--- config.mk ---
export PLATFORM = sky130hd
export DESIGN_NAME = lin_brk_det
export DESIGN_NICKNAME = d
export VERILOG_FILES = /design/src/rtl/lin_brk_pkg.sv /design/src/rtl/lin_brk_meas.sv /design/src/rtl/lin_brk_sync.sv /design/src/rtl/lin_brk_flags.sv /design/src/rtl/lin_brk_det.sv
export SDC_FILE = /design/constraint.sdc
export NUM_CORES = 1
export LEC_CHECK = 0
export BUFFER_PORTS_ARGS = -buffer_cell sky130_fd_sc_hd__buf_2
export CAP_MARGIN = 20
export CORE_ASPECT_RATIO = 1.5
export CORE_UTILIZATION = 56
export DETAILED_ROUTE_END_ITERATION = 10
export PLACE_DENSITY = 0.77
export SYNTH_ARGS = -nofsm -noshare
export SYNTH_HDL_FRONTEND = slang
export SYNTH_SLANG_ARGS = --single-unit
--- constraint.sdc ---
create_clock -name clk -period 3.7 [get_ports clk]
set_clock_uncertainty 0.2 [all_clocks]
set_input_delay 0.555 -clock clk [delete_from_list [all_inputs] [get_ports clk]]
set_output_delay 0.555 -clock clk [all_outputs]
set_load 0.05 [all_outputs]
--- src/rtl/lin_brk_pkg.sv ---
package lin_brk_pkg;
  typedef enum logic [0:0] {M_IDLE, M_DELIM} meas_st_e;
  typedef enum logic [1:0] {S_IDLE, S_WAIT, S_SAMP} sync_st_e;
  localparam logic [1:0] CMD_ABORT = 2'b00;
  localparam int FRAME_BITS = 10;
endpackage

--- src/rtl/lin_brk_meas.sv ---
module lin_brk_meas
  import lin_brk_pkg::*;
#(
  parameter int BT_W     = 8,
  parameter int BRK_BITS = 11
) (
  input  logic            clk,
  input  logic            rst_n,
  input  logic            rx,
  input  logic            hold,
  input  logic [BT_W-1:0] bit_time,
  input  logic            resp_active,
  input  logic            resp_tx,
  output logic [BT_W-1:0] bl,
  output logic            brk_ok,
  output logic            ctx_act,
  output logic            ctx_tx
);
  localparam int CNT_W = BT_W + $clog2(BRK_BITS + 1);
  localparam logic [CNT_W-1:0] CNT_MAX = '1;

  meas_st_e         st;
  logic [CNT_W-1:0] lowcnt;
  logic [BT_W-1:0]  hcnt;
  logic [CNT_W-1:0] thr;

  assign thr    = CNT_W'(bl) * CNT_W'(BRK_BITS);
  assign brk_ok = !hold && (st == M_DELIM) && rx && (hcnt >= bl - BT_W'(1));

  // bit length frozen while a response runs or a low run is being timed
  always_ff @(posedge clk or negedge rst_n) begin
    if (!rst_n) bl <= '0;
    else if (!resp_active && st == M_IDLE && lowcnt == '0 && !hold) bl <= bit_time;
  end

  always_ff @(posedge clk or negedge rst_n) begin
    if (!rst_n) begin
      st      <= M_IDLE;
      lowcnt  <= '0;
      hcnt    <= '0;
      ctx_act <= 1'b0;
      ctx_tx  <= 1'b0;
    end else if (hold) begin
      st     <= M_IDLE;
      lowcnt <= '0;
    end else begin
      case (st)
        M_IDLE: begin
          if (!rx) begin
            if (lowcnt == '0) begin
              ctx_act <= resp_active;
              ctx_tx  <= resp_tx;
            end
            if (lowcnt != CNT_MAX) lowcnt <= lowcnt + CNT_W'(1);
          end else begin
            if (lowcnt >= thr && lowcnt != '0) begin
              st   <= M_DELIM;
              hcnt <= BT_W'(1);
            end
            lowcnt <= '0;
          end
        end
        default: begin
          if (!rx) begin
            st      <= M_IDLE;
            lowcnt  <= CNT_W'(1);
            ctx_act <= resp_active;
            ctx_tx  <= resp_tx;
          end else if (brk_ok) begin
            st <= M_IDLE;
          end else begin
            hcnt <= hcnt + BT_W'(1);
          end
        end
      endcase
    end
  end
endmodule

--- src/rtl/lin_brk_sync.sv ---
module lin_brk_sync
  import lin_brk_pkg::*;
#(
  parameter int         BT_W      = 8,
  parameter logic [7:0] SYNC_BYTE = 8'h55
) (
  input  logic            clk,
  input  logic            rst_n,
  input  logic            rx,
  input  logic            arm,
  input  logic [BT_W-1:0] bl,
  output logic            busy,
  output logic            sync_ok,
  output logic            sync_bad
);
  localparam int IDX_W = $clog2(FRAME_BITS);

  sync_st_e                st;
  logic [BT_W-1:0]         cnt;
  logic [IDX_W-1:0]        idx;
  logic [FRAME_BITS-1:0]   sh, sh_n;
  logic                    samp, last, good;

  assign busy = (st != S_IDLE);
  assign samp = (st == S_SAMP) && (cnt == '0);
  assign last = samp && (idx == IDX_W'(FRAME_BITS - 1));
  assign sh_n = {rx, sh[FRAME_BITS-1:1]};
  assign good = !sh_n[0] && sh_n[FRAME_BITS-1] && (sh_n[8:1] == SYNC_BYTE);
  assign sync_ok  = last && good;
  assign sync_bad = last && !good;

  always_ff @(posedge clk or negedge rst_n) begin
    if (!rst_n) begin
      st  <= S_IDLE;
      cnt <= '0;
      idx <= '0;
      sh  <= '0;
    end else begin
      case (st)
        S_IDLE: if (arm) st <= S_WAIT;
        S_WAIT: if (!rx) begin
          st  <= S_SAMP;
          cnt <= (bl >> 1) - BT_W'(1);
          idx <= '0;
        end
        default: begin
          if (samp) begin
            sh  <= sh_n;
            cnt <= bl - BT_W'(1);
            idx <= idx + IDX_W'(1);
            if (last) st <= S_IDLE;
          end else begin
            cnt <= cnt - BT_W'(1);
          end
        end
      endcase
    end
  end
endmodule

--- src/rtl/lin_brk_flags.sv ---
module lin_brk_flags
  import lin_brk_pkg::*;
(
  input  logic       clk,
  input  logic       rst_n,
  input  logic       sync_ok,
  input  logic       sync_bad,
  input  logic       ctx_act,
  input  logic       ctx_tx,
  input  logic       is_master,
  input  logic       resp_active,
  input  logic       sw_cmd_wr,
  input  logic [1:0] sw_cmd,
  input  logic       clr_berr,
  input  logic       clr_ferr,
  input  logic       clr_abort,
  output logic       berr,
  output logic       ferr,
  output logic       abort_flag,
  output logic       frame_abort,
  output logic       new_frame
);
  logic slv_hit, sw_abort, set_b, set_f;

  assign slv_hit  = sync_ok && !is_master && ctx_act;
  assign sw_abort = is_master && resp_active && sw_cmd_wr && (sw_cmd == CMD_ABORT);
  assign set_b    = slv_hit && ctx_tx;
  assign set_f    = (slv_hit && !ctx_tx) || sync_bad;

  always_ff @(posedge clk or negedge rst_n) begin
    if (!rst_n) begin
      berr        <= 1'b0;
      ferr        <= 1'b0;
      abort_flag  <= 1'b0;
      frame_abort <= 1'b0;
      new_frame   <= 1'b0;
    end else begin
      berr        <= set_b    | (berr & ~clr_berr);
      ferr        <= set_f    | (ferr & ~clr_ferr);
      abort_flag  <= sw_abort | (abort_flag & ~clr_abort);
      frame_abort <= slv_hit | sw_abort;
      new_frame   <= sync_ok;
    end
  end
endmodule

--- src/rtl/lin_brk_det.sv ---
module lin_brk_det #(
  parameter int         BT_W      = 8,
  parameter int         BRK_BITS  = 11,
  parameter logic [7:0] SYNC_BYTE = 8'h55
) (
  input  logic            clk,
  input  logic            rst_n,
  input  logic            rx,
  input  logic [BT_W-1:0] bit_time,
  input  logic            is_master,
  input  logic            resp_active,
  input  logic            resp_tx,
  input  logic            sw_cmd_wr,
  input  logic [1:0]      sw_cmd,
  input  logic            clr_berr,
  input  logic            clr_ferr,
  input  logic            clr_abort,
  output logic            berr,
  output logic            ferr,
  output logic            abort_flag,
  output logic            frame_abort,
  output logic            new_frame
);
  logic [BT_W-1:0] bl;
  logic brk_ok, ctx_act, ctx_tx, busy, sync_ok, sync_bad;

  lin_brk_meas #(.BT_W(BT_W), .BRK_BITS(BRK_BITS)) u_meas (
    .clk(clk), .rst_n(rst_n), .rx(rx), .hold(busy), .bit_time(bit_time),
    .resp_active(resp_active), .resp_tx(resp_tx), .bl(bl), .brk_ok(brk_ok),
    .ctx_act(ctx_act), .ctx_tx(ctx_tx)
  );

  lin_brk_sync #(.BT_W(BT_W), .SYNC_BYTE(SYNC_BYTE)) u_sync (
    .clk(clk), .rst_n(rst_n), .rx(rx), .arm(brk_ok), .bl(bl), .busy(busy),
    .sync_ok(sync_ok), .sync_bad(sync_bad)
  );

  lin_brk_flags u_flags (
    .clk(clk), .rst_n(rst_n), .sync_ok(sync_ok), .sync_bad(sync_bad),
    .ctx_act(ctx_act), .ctx_tx(ctx_tx), .is_master(is_master),
    .resp_active(resp_active), .sw_cmd_wr(sw_cmd_wr), .sw_cmd(sw_cmd),
    .clr_berr(clr_berr), .clr_ferr(clr_ferr), .clr_abort(clr_abort),
    .berr(berr), .ferr(ferr), .abort_flag(abort_flag),
    .frame_abort(frame_abort), .new_frame(new_frame)
  );
endmodule

Yosys cells after proc, flatten, opt, wreduce, memory -nomap -nowiden. Cells that the tools add are included.

Reduce and logical (&&, ||, !) cells: 47. $mul: 1. Order comparisons: 2. Div/mod/pow operators: 0. Equal/unequal tests: 9. Mux-type cells: 35. Shift-type cells: 0. Bitwise operators: 15. Add/subtract/negate cells: 6.

Operators with widths (number): $mux 12 (5); $mux 8 (7); $logic_and 1x1->1 (20); $pmux 8 s2 (1); $sub 8x1->8 const B (2); $mux 1 (14); $add 12x1->12 const B (1); $ge 12x12->1 (1); $logic_not 12->1 (1); $mul 8x4->12 const B (1); $ne 12x12->1 const B (1); $reduce_bool 12->1 (1); $add 8x1->8 const B (1); $eq 8x7->1 const B (1); $ge 8x8->1 (1); $logic_not 8->1 (1); $mux 2 (4); $mux 4 (2); $not 1->1 (8); $pmux 4 s2 (1); $reduce_and 4->1 (2); $reduce_bool 2->1 (4); $sub 7x1->8 const B (1); $logic_not 1->1 (6); other kinds (16) (28).

Input port bits: 20. Logic and storage cells: 130. Bits in read-only memories: 0. RAM bits: 0. Latch bits: 0. Output and inout bits: 5. Memories kept: 0. Flip-flop bits (word level): 60.

Longest topological paths before layout. Gate-level depths: netlist of the first run.

Word-level depth: 9. Depth in mapped cells: 19.

Cells and area by module. Synthesis of the first run repeated with hierarchy kept, for this count alone.

Cell total of the unflattened synthesis: 468. Area, all modules: 4334.2 um^2.

By module, submodules not included: lin_brk_meas (instances 1, area an instance 2687.6 um^2, cells each 293); lin_brk_sync (instances 1, area an instance 1422.6 um^2, cells each 159); lin_brk_flags (instances 1, area an instance 224.0 um^2, cells each 16).

Worst setup path before layout of the first run. Ideal clock, no wire load.

Path kind: register to register. Start: register u_meas.bl[4]. End: register u_meas.hcnt[4]. Path buffers: 0. Stages on the path, launching flop included: 17. Arrival time: 3410 ps. Setup slack: -37 ps. Setup time: 126 ps. Path through: dfrtp_1 ha_1 inv_1 fa_1 inv_1 ha_1 or3_1 o211ai_1 xor2_1 ha_1 a21oi_1 nor2b_1 o21ai_0 o211ai_1 nand2_2 inv_2 a311o_1.

Cells in the longest elaborated chain, start to end: 5. Elaborated cells between the ends (all ways): 9. Classes of those cells: 1 x add/sub; 1 x mul; 2 x order compare; 1 x eq/ne; 4 x reduce/logical.

RTL lines: from (decl) (line lin_brk_meas.sv:14) `output logic [BT_W-1:0] bl,`; from (signal assigned) (line lin_brk_meas.sv:33) `else if (!resp_active && st == M_IDLE && lowcnt == '0 && !hold) bl <= bit_time;`; $mul 8x4->12 or $sub 8x1->8 (tied branches) (line lin_brk_meas.sv:27, lin_brk_meas.sv:28); $ge 12x12->1 or $ge 8x8->1 (tied branches) (line lin_brk_meas.sv:56, lin_brk_meas.sv:28); $logic_and 1x1->1, on equally long branches (line lin_brk_meas.sv:56, lin_brk_meas.sv:28); $reduce_bool 2->1 (no source line) or $ne 2x2->1 (tied branches); $reduce_and 4->1 (no source line) *; to (signal assigned) (line lin_brk_meas.sv:72) `hcnt <= hcnt + BT_W'(1);`; to (decl) (line lin_brk_meas.sv:24) `logic [BT_W-1:0] hcnt;`.

Every way passes the cells marked *; elsewhere a longest branch is shown, timed or not. A chain may end at the register's enable or synchronous reset.

Worst setup path in the final report of the first run.
Start: register u_meas.bl[3]. End: register u_meas.hcnt[3].

Same word-level chain as after synthesis.

==> summary.txt, run 1 <==
Status
  – Status: finished with violations
  – Violated checks: negative setup slack

Timing
  – Max Fclk: 0.250 GHz
  – Max-slew headroom: between 30% and 40%
  – Hold slack: 165 ps
  – Period utilization: 108%
  – Worst slew pin tran: 943 ps
  – Fin crit period: 4010 ps
  – Final setup violation count: 9
  – RSZ-0062 raised after global routing: yes
  – Pins over their slew limit: 0
  – Final hold vios: 0
  – Fin worst setup slack: -305 ps

Logic synthesis
  – Synthesized area: about 0.0043 sq mm
  – Avg Cell Area, Syn: 8.91 sq um
  – Synth unique cells: 60
  – Syn nets: ~560
  – Synth top area cells: dfrtp_1, ha_1, nand2_1
  – Post-synth top cells: nand2_1, dfrtp_1, ha_1, inv_1, nor2_1
  – Share of async-settable or async-resettable flops after synthesis: 100%
  – EDFF count, synth: 0
  – Yosys Warn Count: 0
  – Mux cell area share after synthesis: under 10%
  – Synth Area in Compound Gates: between 10% and 20%
  – Cells after Synth: 487
  – Post-Synth XOR/XNOR Area: 5.85%
  – Sequential element share of the synthesized area: roughly a third
  – Largest family of logic cells by synthesized area: simple AND/OR/NAND/NOR gates
  – Synth Area in Simple Gates: 22.8%
  – Top_reg_cell synth: dfrtp_1
  – Area leader, netlist: dfrtp_1
  – Register bit total from synthesis: between 50 and 60
  – Adder-cell share of the synthesized area: 16.4%
  – Top cell type's share of synthesized area: between 30% and 40%
  – Most frequent cell after synthesis: nand2_1

Drt
  – Via Count: between 3,000 and 4,000
  – DR iter-0 viols: between 200 and 300
  – ANT nets after route: 0
  – DRC errors left: 0
  – Vias per cell: 5.69
  – Final WL: 10.4 mm
  – DRT Pass-1 Iters: 5
  – Average wire per standard cell: 16.0 um

Worst setup path
  – Buf/Inv on CP: 1
  – Crit path depth: 15
  – CP delay by family, top: adder cells
  – Required @ worst endpoint: around 3700 ps
  – Crit-path max cell delay: ~530 ps
  – CP Class: reg2reg
  – Slowest CP cell: fa_1
  – Crit-path max FO: 3
  – Worst reg2reg path depth: 15
  – Crit path cell chain: ha_1 -> fa_1 -> ha_4 -> nor2b_1 -> o21ai_1 -> nand2b_1 -> a31oi_2 -> nor2b_4 -> xor2_1 -> ha_1 -> nand4_1 -> o211ai_1 -> buf_4 -> a21boi_1 -> a311o_1
  – CP endpoint kind: flop
  – CP Launch Type: flop
  – CP arrival: 4020 ps
  – Crit-path most repeated cell: ha_1

Placement
  – Placed insts: roughly 630
  – Final GP Congestion: 0.875
  – Port bufs: 24
  – Setup WS pre-CTS: -341 ps
  – DP Wirelength: between 7 and 8 mm

Floorplanning
  – Die Wd: 73.9 um
  – Die Span Y: around 110 um
  – Initial Util: 57.4%
  – Core area: about 0.0076 sq mm
  – Die area: roughly 0.0081 sq mm
  – Row cnt: 39
  – I/O Pins: 25

CTS
  – Cts hold-fix bufs: 0
  – Reg clk slew, reported paths: around 50 ps
  – CTS HTree Levels: 3
  – CTS Sinks: 59
  – CTS tree: yes
  – Clock Tree Root: clkbuf_16
  – Total CTS buffers: 9
  – Clock Latency Late Sink: 340 ps
  – Bufs on Longest Clock Path: 2

GRT
  – Total GRT Usage: 28.5%
  – Vias in the first global route: between 3,000 and 4,000
  – Pin count of the biggest net entering global routing: 42
  – First-pass GRT wire length: 17.4 mm
  – Antenna violations before repair: 0
  – Overflow after GRT: 0

Finish
  – Fillcell total: 549
  – Final Util: 69.0%
  – Ratio of cells with drive above 1 in the final layout: a little over a fifth
  – Final cell count without fillers: 650
  – P&R area growth vs syn: 20.3%
  – Antenna Cells: 0
  – Multi-input gate area: roughly 0.0028 sq mm
  – Nets: 617
  – Storage cell area: 0.00148 sq mm

Flow run
  – Max-Cap Viols: 0

Power and ir drop
  – Max IR drop VDD: 382 uV
  – Static Leakage: between 2 and 3 nW
  – Power Total: 0.00195 W
  – Power density cells: 373 mW/mm^2

Min path
  – Hold Path Class: in2async
[cells in the final DEF (no fill, tap or decap), types with 7 or more instances in the layout]
cell	netlist	layout
clkbuf_16	0	9
ha_1	49	42
o21ai_0	32	28
buf_2	5	24
dfrtp_1	59	57
nand4_1	8	8
inv_1	38	35
nand3_1	17	17
xor2_1	15	15
nand2_1	75	74
a21oi_1	19	16
nor2_1	33	33
nor3_1	12	11
xnor2_1	14	14
buf_4	1	34
nor2b_1	8	7
[through the flow]
step           setup TNS [ps]  area (sq um)
6_report                -1730          5220
5_1_grt                 -2950          5220
4_1_cts                 -1310          5100
3_5_place_dp            -2190          4740
3_3_place_gp            -1030          4740
2_1_floorplan               0          4350
[metal layers]
metal / global-route usage (%) / vias to the layer above / routed length, um
li1: - / 1809 / -
met1: 31.3 / 1783 / 4100
met2: 51.2 / 77 / 5500
met3: 5.50 / 29 / 433
met4: 15.0 / 0 / 379
met5: 0 / - / 0
[where the power goes]
part / leakage, nW / switching, W / internal, W
Combinational: 1.63 / 0.000228 / 0.000213
Clock: 0.148 / 0.000308 / 0.000538
Sequential: 0.748 / 0.00000711 / 0.000653
[registers in the layout, indices dropped and copies added (netlist names)]
register / flops
u_flags.frame_abort: 1
u_flags.berr: 1
u_sync.cnt: 8
u_sync.idx: 4
u_sync.sh: 9
u_meas.st: 1
u_meas.bl: 8
u_flags.ferr: 1
u_meas.hcnt: 8
u_flags.new_frame: 1
u_flags.abort_flag: 1
u_meas.ctx_tx: 1
u_meas.ctx_act: 1
u_sync.st: 2
u_meas.lowcnt: 12
[timing repair]
item,CTS,global route
resized for setup,15,13
setup endpoints to repair,9,9
pin swaps,17,10
setup buffers,2,4
[logic make-up after synthesis]
kind of cell,count (synthesis)
flip-flops,59
XOR/XNOR,29
adder cells (fa/ha/maj),54
buffers and inverters,53
AND/OR/NAND/NOR,192
multiplexers,4
AO/OA/AOI/OAI,96
[worst paths after layout]
| path | startpoint | endpoint | slack, ps |
|---|---|---|---|
| max in group asynchronous | rst_n | u_meas.hcnt[5] | 2300 |
| setup / recovery | u_meas.bl[3] | u_meas.hcnt[3] | -310 |
| min in group clk | clr_ferr | u_flags.ferr | 200 |
| hold reg to reg | u_sync.sh[6] | u_sync.sh[5] | 290 |
| setup reg to reg | u_meas.bl[3] | u_meas.hcnt[3] | -310 |
| hold / removal | rst_n | u_meas.lowcnt[10] | 160 |
[cell type report]
| class | instances | share of cell area, % |
|---|---|---|
| Multi-Input combinational cell | 375 | 53.2 |
| Sequential cell | 59 | 28.3 |
| Timing Repair Buffer | 59 | 7.41 |
| Clock buffer | 10 | 4.58 |
| Inverter | 39 | 2.81 |
| Tap cell | 102 | 2.45 |
| Clock inverter | 6 | 1.25 |
No activity file was read; power rests on OpenSTA's default activity.
==> inputs of run 2 (changes only) <==
ABC_CLOCK_PERIOD_IN_PS = 3800   (was unset)
CORE_UTILIZATION = 62   (was 56)
PLACE_DENSITY = 0.81   (was 0.77)
SKIP_CTS_REPAIR_TIMING = 1   (was unset)
clock period = 3.8 ns   (was 3.7 ns; I/O delays follow)
==> run 2 against run 1 <==
- the run still ends with negative setup slack left
- register-to-register slack improved by 110 ps
- worst hold slack lost 17 ps
- combinational power down 6.6%
- non-clock buffer count fell by 9
- worst setup slack improved by 110 ps
- count of clock-buffer cells in the layout increased by 3
- cell area fell by 4.0%
- global-route usage grew 2.9 points
- clock power fell by 32%
- total power decreased by 16%
- critical path depth is 1 higher
- largest power group is now registers
- highest routed layer unchanged
==> summary.txt, run 2 (synthesized netlist as in run 1, its figures left out) <==
Finish
  – Final cell count without fillers: 617
  – Fillcell total: around 480
  – Commonest non-fill, non-tap cells in the layout: nand2_1, dfrtp_1, ha_1
  – Ratio of cells with drive above 1 in the final layout: about a fifth
  – Multi-input gate area: about 0.0028 sq mm
  – Largest regs: u_meas.lowcnt: 12 flops, u_sync.sh: 9 flops
  – Most flop-heavy register: u_meas.lowcnt
  – Final Util: 73.6%
  – P&R area growth vs syn: 15.5%
  – Nets: 608
  – Most common cell after layout, fill and taps aside: nand2_1
  – Number of flip-flops in the largest register: 12
  – Storage cell area: between 0.001 and 0.0015 sq mm

Timing
  – Final hold vios: 0
  – Fin worst setup slack: -195 ps
  – Worst slew pin tran: between 800 and 900 ps
  – Fin crit period: 3990 ps
  – Hold slack: between 100 and 150 ps
  – Period utilization: 105%
  – Pins over their slew limit: 0
  – Final TNS setup: -812 ps
  – Max Fclk: 0.250 GHz
  – Max-slew headroom: 40.5%
  – Final setup violation count: 8
  – RSZ-0062 raised after global routing: yes

Floorplanning
  – Die Span Y: around 100 um
  – Core area: 0.00681 sq mm
  – Row cnt: 37
  – Die area: approximately 0.0073 sq mm
  – Initial Util: 63.8%
  – Die Wd: roughly 70 um
  – I/O Pins: 25

Drt
  – Metal3 WL: approximately 440 um
  – ANT nets after route: 0
  – Average wire per standard cell: about 18 um
  – Final WL: approximately 11 mm
  – DR iter-0 viols: 211
  – DRT Pass-1 Iters: 5
  – Via Count: approximately 3,800
  – Met1 WL: around 4 mm
  – DRC errors left: 0
  – Vias per cell: about 6.1
  – Met2 wire length: approximately 5.8 mm
  – Highest routed layer: met4

Power and ir drop
  – Static Leakage: between 2 and 2.5 nW
  – Net Sw Power: 0.000468 W
  – Max IR drop VDD: approximately 280 uV
  – Flop pwr share: between 30% and 40%
  – Total internal power: 0.00116 W
  – Power density cells: 325 mW/mm^2
  – Combinational share of power: 25.3%
  – Sw frac: roughly 29%
  – Clk pwr share: between 30% and 40%

Worst setup path
  – Buf/Inv on CP: 1
  – Crit path cell chain: ha_1 -> fa_1 -> ha_4 -> nor2b_4 -> o21ai_1 -> nand2b_1 -> a31oi_1 -> a21oi_1 -> xnor2_1 -> ha_1 -> nor2b_4 -> o21ai_2 -> o211ai_1 -> nand2_2 -> inv_4 -> a311o_1
  – Crit path depth: 16
  – Worst reg2reg path depth: 16
  – CP Class: reg2reg
  – CP endpoint kind: flop
  – CP endpoint: u_meas.hcnt[4]
  – Reg-to-Reg End: u_meas.hcnt[4]
  – CP Launch Type: flop
  – Crit-path max FO: 6
  – Required @ worst endpoint: 3830 ps
  – Worst setup startpoint: u_meas.bl[3]
  – R2r setup slk: -190 ps
  – R2r startpoint: u_meas.bl[3]
  – CP delay by family, top: adder cells
  – Crit-path max cell delay: roughly 530 ps
  – Slowest CP cell: fa_1
  – CP arrival: approximately 4000 ps

GRT
  – Overflow after GRT: 0
  – Antenna violations before repair: 1
  – First-pass GRT wire length: approximately 18 mm
  – Pin count of the biggest net entering global routing: 40
  – Total GRT Usage: about a third
  – Vias in the first global route: just under 4,000

CTS
  – CTS Sinks: slightly below 60
  – CTS tree: yes
  – Clock Latency Late Sink: roughly 340 ps
  – CTS HTree Levels: 3
  – Clock Tree Root: clkbuf_8
  – Total CTS buffers: 9
  – Reg clk slew, reported paths: 60 ps
  – Bufs on Longest Clock Path: 2

Flow run
  – Max-Cap Viols: 0

Placement
  – Port bufs: 24
  – Placed insts: a little under 600
  – DP Wirelength: around 8.1 mm
  – Final GP Congestion: roughly 0.90

Status
  – Status: finished with violations
  – Violated checks: negative setup slack

Min path
  – Hold Path Class: in2async
## run 2: cell type report
cell class                 instances  share of cell area (%)
antenna                            1                  0.0500
inverter                          39                    2.97
clock inverter                     2                   0.699
multi-input combinational        375                    55.2
timing repair buffer              50                    6.44
tap                               78                    1.95
clock buffer                      13                    3.17
sequential                        59                    29.5
## run 2: worst min-delay path by stage
stage | from | to | slack [ps] | depth (start not counted)
after floorplan | rst_n | u_flags.abort_flag | 70 | 0
after global placement | u_sync.sh[1] | u_sync.sh[1] | 260 | 2
after detailed placement | u_sync.sh[1] | u_sync.sh[1] | 270 | 2
after CTS | rst_n | u_meas.lowcnt[6] | 170 | 1
after global routing | rst_n | u_meas.st | 200 | 1
final | rst_n | u_meas.st | 150 | 1
## run 2: metrics by stage
step / setup slack (ps) / total power (W) / instance area (sq um)
floorplan: 63.3 / 0.000878 / 4340
global route: -403 / 0.00171 / 5010
CTS: -240 / 0.00158 / 4840
global placement: -148 / 0.000991 / 4640
detailed placement: -232 / 0.00101 / 4640
finish: -195 / 0.00163 / 5010
## run 2: power groups by stage
stage                     Sequential [W]  Clock (W)  Combinational [W]
final                           0.000641   0.000578           0.000412
after floorplan                 0.000656          0           0.000222
after global routing            0.000642   0.000608           0.000460
after detailed placement        0.000652          0           0.000358
after global placement          0.000651          0           0.000340
after CTS                       0.000641   0.000582           0.000362
## run 2: worst reg2reg max path, stage by stage (launching register included)
cell and delay, ps:
dfrtp_1 410, ha_1 310, fa_1 540, ha_4 230, nor2b_4 120, o21ai_1 150
nand2b_1 100, a31oi_1 190, a21oi_1 120, xnor2_1 250, ha_1 290, nor2b_4 140
o21ai_2 120, o211ai_1 200, nand2_2 200, inv_4 70, a311o_1 260
## run 2: layer usage
metal  vias to the layer above  global-route usage [%]
met5                         -                       0
met4                         0                    20.4
met3                        38                    4.94
met2                       129                    55.5
met1                      1804                    33.9
li1                       1783                       -
